## config.mk

```make
export PLATFORM = sky130hd
export DESIGN_NAME = int_alu
export DESIGN_NICKNAME = d
export VERILOG_FILES = /design/src/rtl/int_alu_pkg.sv /design/src/rtl/alu_imm_ext.sv /design/src/rtl/alu_addsub.sv /design/src/rtl/alu_shift.sv /design/src/rtl/alu_logic.sv /design/src/rtl/int_alu.sv
export SDC_FILE = /design/constraint.sdc
export NUM_CORES = 1
export LEC_CHECK = 0
export BUFFER_PORTS_ARGS = -buffer_cell sky130_fd_sc_hd__buf_2
export CORE_MARGIN = 2
export CORE_UTILIZATION = 55
export DETAILED_ROUTE_END_ITERATION = 16
export MAX_ROUTING_LAYER = met4
export PLACE_DENSITY_LB_ADDON = 0.3
export SYNTH_ARGS = -nofsm -noshare
export SYNTH_HDL_FRONTEND = slang
export SYNTH_HIERARCHICAL = 1
export SYNTH_SLANG_ARGS = --single-unit
```

## constraint.sdc

```tcl
create_clock -name vclk -period 9.43
set_input_delay 1.886 -clock vclk [all_inputs]
set_output_delay 1.886 -clock vclk [all_outputs]
set_load 0.03 [all_outputs]
```

## src/rtl/int_alu_pkg.sv

```systemverilog
// Package: shared operation codes for the integer execution unit.
// Assumes a 4-bit operation field; code 15 is left unassigned.
package int_alu_pkg;

    typedef enum logic [3:0] {
        OP_ADD_T   = 4'd0,
        OP_ADD_W   = 4'd1,
        OP_SUB_T   = 4'd2,
        OP_SUB_W   = 4'd3,
        OP_ADDI_T  = 4'd4,
        OP_ADDI_W  = 4'd5,
        OP_AND     = 4'd6,
        OP_OR      = 4'd7,
        OP_ANDI    = 4'd8,
        OP_ORI     = 4'd9,
        OP_SHL     = 4'd10,
        OP_SHR     = 4'd11,
        OP_LDUP    = 4'd12,
        OP_LESS    = 4'd13,
        OP_LESSI   = 4'd14,
        OP_UNUSED  = 4'd15
    } alu_op_e;

endpackage

```

## src/rtl/alu_imm_ext.sv

```systemverilog
// Immediate widener: produces sign- and zero-extended copies of the
// instruction immediate. Assumes DATA_W > IMM_W.
module alu_imm_ext #(
    parameter int DATA_W = 64,
    parameter int IMM_W  = 16
) (
    input  logic [IMM_W-1:0]  imm,
    output logic [DATA_W-1:0] imm_sx,
    output logic [DATA_W-1:0] imm_zx
);
    localparam int PAD_W = DATA_W - IMM_W;

    // Replicate the top immediate bit, or pad with zeros.
    always_comb begin
        imm_sx = {{PAD_W{imm[IMM_W-1]}}, imm};
        imm_zx = {{PAD_W{1'b0}}, imm};
    end

endmodule

```

## src/rtl/alu_addsub.sv

```systemverilog
// Shared adder/subtractor. It returns the modular sum and a signed-overflow
// indication. Subtraction is done as a + ~b + 1. Assumes two's-complement operands.
module alu_addsub #(
    parameter int DATA_W = 64
) (
    input  logic [DATA_W-1:0] a,
    input  logic [DATA_W-1:0] b,
    input  logic              sub,
    output logic [DATA_W-1:0] sum,
    output logic              ovf
);
    localparam int MSB = DATA_W - 1;

    logic [DATA_W-1:0] b_eff;

    // Invert the second operand for subtraction and add with carry-in.
    always_comb begin
        b_eff = sub ? ~b : b;
        sum   = a + b_eff + {{(DATA_W-1){1'b0}}, sub};
    end

    // Overflow: inputs agree in sign, but the sum disagrees.
    always_comb begin
        ovf = (a[MSB] == b_eff[MSB]) && (sum[MSB] != a[MSB]);
    end

endmodule

```

## src/rtl/alu_shift.sv

```systemverilog
// Logical barrel shifter: left and right shift of one operand by an
// unsigned count, zero fill. One stage per count bit, built by generate.
module alu_shift #(
    parameter int DATA_W  = 64,
    parameter int SHAMT_W = 5
) (
    input  logic [DATA_W-1:0]  din,
    input  logic [SHAMT_W-1:0] cnt,
    output logic [DATA_W-1:0]  shl,
    output logic [DATA_W-1:0]  shr
);
    logic [DATA_W-1:0] lst [0:SHAMT_W];
    logic [DATA_W-1:0] rst [0:SHAMT_W];

    assign lst[0] = din;
    assign rst[0] = din;

    generate
        for (genvar k = 0; k < SHAMT_W; k++) begin : g_stage
            // Stage k moves by 2^k places when count bit k is set.
            assign lst[k+1] = cnt[k] ? (lst[k] << (1 << k)) : lst[k];
            assign rst[k+1] = cnt[k] ? (rst[k] >> (1 << k)) : rst[k];
        end
    endgenerate

    assign shl = lst[SHAMT_W];
    assign shr = rst[SHAMT_W];

    // Check that the vacated end bits come out zero for any nonzero count.
    always_comb begin
        if (cnt != '0) begin
            AST_SHIFT_ZERO_FILL: assert (shl[0] == 1'b0 && shr[DATA_W-1] == 1'b0);
        end
    end

endmodule

```

## src/rtl/alu_logic.sv

```systemverilog
// Bitwise unit: AND and OR of operand a with a selected second value.
module alu_logic #(
    parameter int DATA_W = 64
) (
    input  logic [DATA_W-1:0] a,
    input  logic [DATA_W-1:0] b,
    output logic [DATA_W-1:0] and_o,
    output logic [DATA_W-1:0] or_o
);
    // Plain bitwise combination.
    always_comb begin
        and_o = a & b;
        or_o  = a | b;
    end

endmodule

```

## src/rtl/int_alu.sv

```systemverilog
// Integer execution unit (top). Purely combinational. It decodes the
// operation code, selects the second operand (register, sign-extended or
// zero-extended immediate), and muxes the result of the shared
// adder, shifter and bitwise unit. The trap flag is only raised; the
// pipeline acts on it. Assumes DATA_W >= 32 and IMM_W + 16 <= DATA_W.
module int_alu
    import int_alu_pkg::*;
#(
    parameter int DATA_W  = 64,
    parameter int SHAMT_W = 5,
    parameter int IMM_W   = 16
) (
    input  logic [3:0]         op_sel,
    input  logic [DATA_W-1:0]  opnd_a,
    input  logic [DATA_W-1:0]  opnd_b,
    input  logic [SHAMT_W-1:0] shamt,
    input  logic [IMM_W-1:0]   imm,
    output logic [DATA_W-1:0]  result,
    output logic               ovf_trap
);
    localparam int MSB     = DATA_W - 1;
    localparam int UPPER_S = 16;

    alu_op_e           op;
    logic [DATA_W-1:0] imm_sx, imm_zx;
    logic [DATA_W-1:0] arith_b, logic_b;
    logic              do_sub, trap_op;
    logic [DATA_W-1:0] sum;
    logic              ovf;
    logic [DATA_W-1:0] and_r, or_r, shl_r, shr_r;
    logic              less;

    assign op = alu_op_e'(op_sel);

    alu_imm_ext #(.DATA_W(DATA_W), .IMM_W(IMM_W)) u_imm (
        .imm    (imm),
        .imm_sx (imm_sx),
        .imm_zx (imm_zx)
    );

    // Operand-b selection and subtract/trap decode.
    always_comb begin
        arith_b = opnd_b;
        logic_b = opnd_b;
        do_sub  = 1'b0;
        trap_op = 1'b0;
        case (op)
            OP_ADD_T:             trap_op = 1'b1;
            OP_SUB_T:  begin do_sub = 1'b1; trap_op = 1'b1; end
            OP_SUB_W, OP_LESS:    do_sub = 1'b1;
            OP_ADDI_T: begin arith_b = imm_sx; trap_op = 1'b1; end
            OP_ADDI_W:            arith_b = imm_sx;
            OP_LESSI:  begin arith_b = imm_sx; do_sub = 1'b1; end
            OP_ANDI, OP_ORI:      logic_b = imm_zx;
            default: ;
        endcase
    end

    alu_addsub #(.DATA_W(DATA_W)) u_addsub (
        .a   (opnd_a),
        .b   (arith_b),
        .sub (do_sub),
        .sum (sum),
        .ovf (ovf)
    );

    alu_shift #(.DATA_W(DATA_W), .SHAMT_W(SHAMT_W)) u_shift (
        .din (opnd_a),
        .cnt (shamt),
        .shl (shl_r),
        .shr (shr_r)
    );

    alu_logic #(.DATA_W(DATA_W)) u_logic (
        .a     (opnd_a),
        .b     (logic_b),
        .and_o (and_r),
        .or_o  (or_r)
    );

    // Signed less-than from the difference sign corrected by overflow.
    assign less = sum[MSB] ^ ovf;

    // Result selection.
    always_comb begin
        case (op)
            OP_ADD_T, OP_ADD_W, OP_SUB_T, OP_SUB_W,
            OP_ADDI_T, OP_ADDI_W: result = sum;
            OP_AND, OP_ANDI:      result = and_r;
            OP_OR, OP_ORI:        result = or_r;
            OP_SHL:               result = shl_r;
            OP_SHR:               result = shr_r;
            OP_LDUP:              result = imm_sx << UPPER_S;
            OP_LESS, OP_LESSI:    result = {{(DATA_W-1){1'b0}}, less};
            default:              result = '0;
        endcase
    end

    // Trap request only for the trapping arithmetic codes.
    assign ovf_trap = ovf & trap_op;

    // Port-level consistency checks.
    always_comb begin
        if (op == OP_ADD_W || op == OP_SUB_W || op == OP_ADDI_W) begin
            AST_WRAP_NO_TRAP: assert (!ovf_trap);
        end
        if (ovf_trap) begin
            AST_TRAP_SIGN_FLIP: assert (result[MSB] != opnd_a[MSB]);
        end
        if (op == OP_ANDI) begin
            AST_ANDI_HIGH_CLEAR: assert (result[MSB:IMM_W] == '0);
        end
        if (op == OP_LDUP) begin
            AST_UPPER_LOW_CLEAR: assert (result[UPPER_S-1:0] == '0);
        end
        if (op == OP_LESS || op == OP_LESSI) begin
            AST_LESS_BOOLEAN: assert (result[MSB:1] == '0 && !ovf_trap);
        end
        if (op == OP_UNUSED) begin
            AST_UNUSED_QUIET: assert (result == '0 && !ovf_trap);
        end
    end

endmodule

```

* Yosys cells after proc, flatten, opt, wreduce, memory -nomap -nowiden
Index checks and enable logic that the tools add are counted.
Word-level totals: output and inout bits 65, input port bits 153, logic and storage cells 49, register bits 0
Operators by class: reduce and logical (&&, ||, !) cells 10, add/subtract/negate cells 2, mux-type cells 16, bitwise logic cells 5, equal/unequal tests 16
Operator list (count):
- 64-bit two-way mux | 13
- 64-bit one-hot mux with 7 select lines | 1
- 64-bit by 1-bit adder with 64-bit output | 1
- 64-bit adder | 1
- 64-bit bitwise AND | 1
- 64-bit inverter | 1
- 64-bit bitwise OR | 1
- 4-bit equality test, second input constant | 7
- 4-bit by 3-bit equality test with 1-bit output, second input constant | 4
- 4-bit by 2-bit equality test with 1-bit output, second input constant | 2
- 2-bit OR reduction | 4
- 3-bit OR reduction | 2
- 6-bit OR reduction | 1
- 4-bit by 1-bit equality test with 1-bit output, second input constant | 1
- 4-bit logical NOT | 1
- 4-bit OR reduction | 1
- 1-bit two-way mux | 2
- 1-bit bitwise AND | 1
- 1-bit equality test | 1
- 1-bit logical AND | 1
- 1-bit != test | 1
- 1-bit bitwise XOR | 1

* Depth between registers and ports, before layout
depth after elaboration 11, mapped depth 22, mapped depth without buffers 18

* Hierarchy
Netlist, hierarchy kept.
Modules (own cells, without submodules):
- alu_shift | instances 1, area an instance 7589.8 µm², sequential area each 0.0 µm², cells each 858
- int_alu | instances 1, area an instance 4714.5 µm², sequential area each 0.0 µm², cells each 558
- alu_addsub | instances 1, area an instance 4292.9 µm², sequential area each 0.0 µm², cells each 622
- alu_imm_ext | instances 1, area an instance 964.7 µm², sequential area each 0.0 µm², cells each 129
- alu_logic | instances 1, area an instance 880.8 µm², sequential area each 0.0 µm², cells each 128

* Worst setup path before layout
Ideal clock, no wire load.
kind input-to-output, start in op_sel[0], end out result[0], arrival time 6.509 ns, stages 21, path slack 1.035 ns, path buffers 6, required time 7.544 ns, cell sequence buf_2 -> buf_2 -> buf_2 -> buf_4 -> a22o_1 -> buf_6 -> clkbuf_1 -> xor2_1 -> ha_1 -> a211oi_1 -> o22ai_1 -> a221o_1 -> a41o_4 -> o2111ai_1 -> a31oi_1 -> a41o_1 -> a41o_1 -> xnor2_1 -> xnor2_1 -> or3_1 -> o211ai_1
Between the ends: elaborated cells on any way between the ends 36, those cells by class add/sub (2); eq/ne (16); mux (5); bitwise (4); reduce/logical (9)
RTL lines:
- from (decl) | RTL line int_alu.sv:13 | input logic [3:0] op_sel,
- 4-bit by 2-bit equality test with 1-bit output / 4-bit equality test (equally long branches) | RTL line int_alu.sv:47 | case (op)
- 4-bit OR reduction (no source line) (*)
- 1-bit two-way mux (*) | RTL line int_alu.sv:47
- via do_sub | RTL line int_alu.sv:27 | logic do_sub, trap_op;
- 64-bit two-way mux | RTL line alu_addsub.sv:18 | b_eff = sub ? ~b : b;
- 64-bit adder | RTL line alu_addsub.sv:19 | sum = a + b_eff + {{(DATA_W-1){1'b0}}, sub};
- 64-bit by 1-bit adder with 64-bit output (*) | RTL line alu_addsub.sv:19
- via sum[63] | RTL line int_alu.sv:28 | logic [DATA_W-1:0] sum;
- 1-bit != test | RTL line alu_addsub.sv:24 | ovf = (a[MSB] == b_eff[MSB]) && (sum[MSB] != a[MSB]);
- 1-bit logical AND | RTL line alu_addsub.sv:24
- 1-bit bitwise XOR (*) | RTL line int_alu.sv:82 | assign less = sum[MSB] ^ ovf;
- 64-bit one-hot mux with 7 select lines (*) | RTL line int_alu.sv:86 | case (op)
- to (decl) | RTL line int_alu.sv:18 | output logic [DATA_W-1:0] result,
Mark *: on every way through the listed nets, which the timed path passes. The rest lies on a longest branch.

* Final worst setup path
start in op_sel[3], end out result[60]
Between the ends: longest elaborated chain between the ends 8, elaborated cells on any way between the ends 32, those cells by class add/sub (2); eq/ne (14); mux (5); bitwise (3); reduce/logical (8)
RTL lines:
- 4-bit by 3-bit equality test with 1-bit output / 4-bit equality test (equally long branches) | RTL line int_alu.sv:47
- 3-bit OR reduction (no source line) (*)
- 64-bit two-way mux (*) | RTL line int_alu.sv:47
- via arith_b[19] | RTL line int_alu.sv:26 | logic [DATA_W-1:0] arith_b, logic_b;
- 64-bit inverter | RTL line alu_addsub.sv:18
- 64-bit two-way mux (*) | RTL line alu_addsub.sv:18
- 64-bit adder (*) | RTL line alu_addsub.sv:19
- 64-bit by 1-bit adder with 64-bit output (*) | RTL line alu_addsub.sv:19
- via sum[60] | RTL line int_alu.sv:28
- 64-bit one-hot mux with 7 select lines (*) | RTL line int_alu.sv:86
Marked as above.

==> results.yml <==
outcome:
  outcome: "finished, final reports clean"
grt:
  grt_max_degree: 131
  grt_overflow: 0
  met2_usage_pct: 66.10
  gr-usage-all-layers_pct: 45.99
  top_usage_layer: "met2"
  grt_pass1_vias: 18860
  grt_util_met1_pct: 63.65
  use_met3_pct: 10.06
  grt_pass1_wl_um: 121100
  antenna_found_initial: 6
power_and_ir_drop:
  p_leak_uw: 0.007734
  ir_worst_vdd_v: 0.00006941
  p_per_area_nw_per_um2: 99.94
timing:
  rsz0062_at_grt: "no"
  relSlewSlack_pct: 24.81
  tightest_slew_ns: 1.126
  post-route-period-util_pct: 96.67
  fin_tns_setup_ns: 0
  hold_slack_ns: 4.211
  fin_crit_ns: 9.116
  max_freq_mhz: 109.7
  setup_viol: 0
  setup_slack_ns: 0.3142
  drv_slew: 0
  hold_violations: 0
cts:
  cts-resized-gates: 0
  cts_hold_buffers: 0
  cts_setup_buffers: 0
final_layout:
  nNetsFinal: 2519
  regArea_um2: 0
  nClkBuffers: 0
  nFlopsAndLatches: 0
  syn_to_final_growth_pct: 2.252
  drive_above_1_share_pct: 32.46
  final_core_util_pct: 56.66
  layout_commonest_cell: "mux2_2"
  layout_common_cells: "298 x mux2_2, 214 x buf_2, 167 x nand2_1"
routing:
  drt.antenna.violating_nets: 0
  vias: 20290
  wl_um: 82310
  dr.first_iter.drc_count: 3262
  dr.pass1.iters: 7
  detail_route.vias_per_cell: 7.359
  routedWlPerCell_um: 29.85
  remaining_drc_errors: 0
synthesis:
  synth_top_family_by_area: "multiplexers"
  synth-xor-area-share_pct: 5.936
  ys_types: 84
  synthCells: 2295
  yosysSeqAreaShare_pct: 0
  synth-compound-area-share_pct: 25.40
  syn_area_um2: 18440
  synthMuxAreaShare_pct: 37.54
  yosysWarnings: 6
  avgSynthCellArea_um2: 8.036
  synthSimpleGateAreaFrac_pct: 15.77
  synthAdderAreaFrac_pct: 4.315
floorplan:
  start_util_pct: 55.42
  dieArea_um2: 35010
  dieHeight_um: 187.1
  fp.coreArea_um2: 33280
  io_pins: 218
  row_count: 67
  die-width_um: 187.1
placed_design:
  port_buffers: 218
  dpl.hpwl_um: 62140
  gp_congestion: 1.036
  place_ws_ns: 0.4467
critical_path:
  cpPeakStageDelay_ns: 0.51
  path_depth: 20
  critical_path_required_ns: 7.54
  crit_arrival_ns: 7.23
  critical-path-top-delay-family: "compound AO/OA/AOI/OAI gates"
  cp-start-kind: "primary input"
  path_buf_inv: 3
  crit_start: "op_sel[3]"
  critPathMaxFanout: 20
  end_kind: "output pin"
  critPathSlowestCell: "o21ai_4"
  crit_type: "primary input to output pin"
  crit_path_end: "result[60]"
  crit_chain: "buf_2 -> and3b_1 -> o21ai_4 -> buf_4 -> mux2_2 -> xor2_1 -> ha_1 -> nand2_1 -> nor4_1 -> o211ai_1 -> a32oi_1 -> a31oi_1 -> o21ai_0 -> o221ai_1 -> o31ai_1 -> a21oi_1 -> xnor2_1 -> a22oi_1 -> o211ai_1 -> buf_2"
min_path:
  hp-class: "primary input to output pin"
flow_run:
  maxCapViolCount: 0
[per-layer routing]
metal  wire length (µm)  part of all wire [%]
met5                  0                     0
met1              33550                    41
met4               3393                   4.1
met3              11000                    13
met2              34370                    42
[how the worst min path moves through the flow]
stage	depth (start not counted)	startpoint	endpoint
after CTS	4	imm[8]	result[24]
after global placement	4	imm[8]	result[24]
after detailed placement	4	imm[8]	result[24]
final	4	imm[8]	result[24]
after floorplan	3	imm[11]	result[27]
after global routing	4	imm[8]	result[24]
[synthesized netlist by cell type, types with 35 or more instances]
cell type | count | share of area (%)
mux2_2 | 298 | 18
nand2_1 | 167 | 3.4
buf_4 | 163 | 6.6
mux2i_1 | 151 | 8.2
a22oi_1 | 100 | 4.1
nor2_1 | 96 | 2.0
a21oi_1 | 91 | 2.5
clkbuf_1 | 90 | 1.8
xor2_1 | 90 | 4.3
o211ai_1 | 82 | 3.3
mux4_2 | 80 | 9.8
and2_2 | 64 | 2.6
or2_1 | 64 | 2.2
ha_1 | 62 | 4.2
a211oi_1 | 55 | 2.2
o21ai_0 | 53 | 1.4
o22ai_1 | 51 | 1.7
buf_2 | 41 | 1.1
nand3_1 | 38 | 1.0
a21o_1 | 36 | 1.5
xnor2_1 | 35 | 1.7
[cell families (layout without fill, tap and decap cells)]
group                    count (synthesis)  after routing
AND/OR/NAND/NOR                        566            566
XOR/XNOR                               125            125
multiplexers                           542            542
other                                    1             56
adder cells (fa/ha/maj)                 63             63
AO/OA/AOI/OAI                          654            654
buffers and inverters                  344            303
[report_power, final]
part | total [µW] | internal [µW] | leakage [µW] | switching (µW)
Sequential | 0 | 0 | 0 | 0
Clock | 0.000125 | 0.000125 | 0.0000000484 | 0
Combinational | 1880 | 710 | 0.00773 | 1180
Total | 1880 | 710 | 0.00773 | 1180
[layout make-up]
| cell class | count | area (µm²) |
|---|---|---|
| fill | 3223 | 14420 |
| tap | 448 | 560.5 |
| timing repair buffer | 271 | 1521 |
| antenna | 8 | 20.02 |
| multi-input combinational | 1998 | 16640 |
| inverter | 32 | 120.1 |
[per-stage QoR]
stage / area (µm²) / cells / power (µW)
after floorplan: 18620 / 2342 / 1294
after global placement: 18840 / 2749 / 1802
after detailed placement: 18840 / 2749 / 1804
after CTS: 18840 / 2749 / 1812
after global routing: 18850 / 2752 / 1973
final: 18860 / 2757 / 1885
Note: power is estimated with default switching activity, not from simulation.
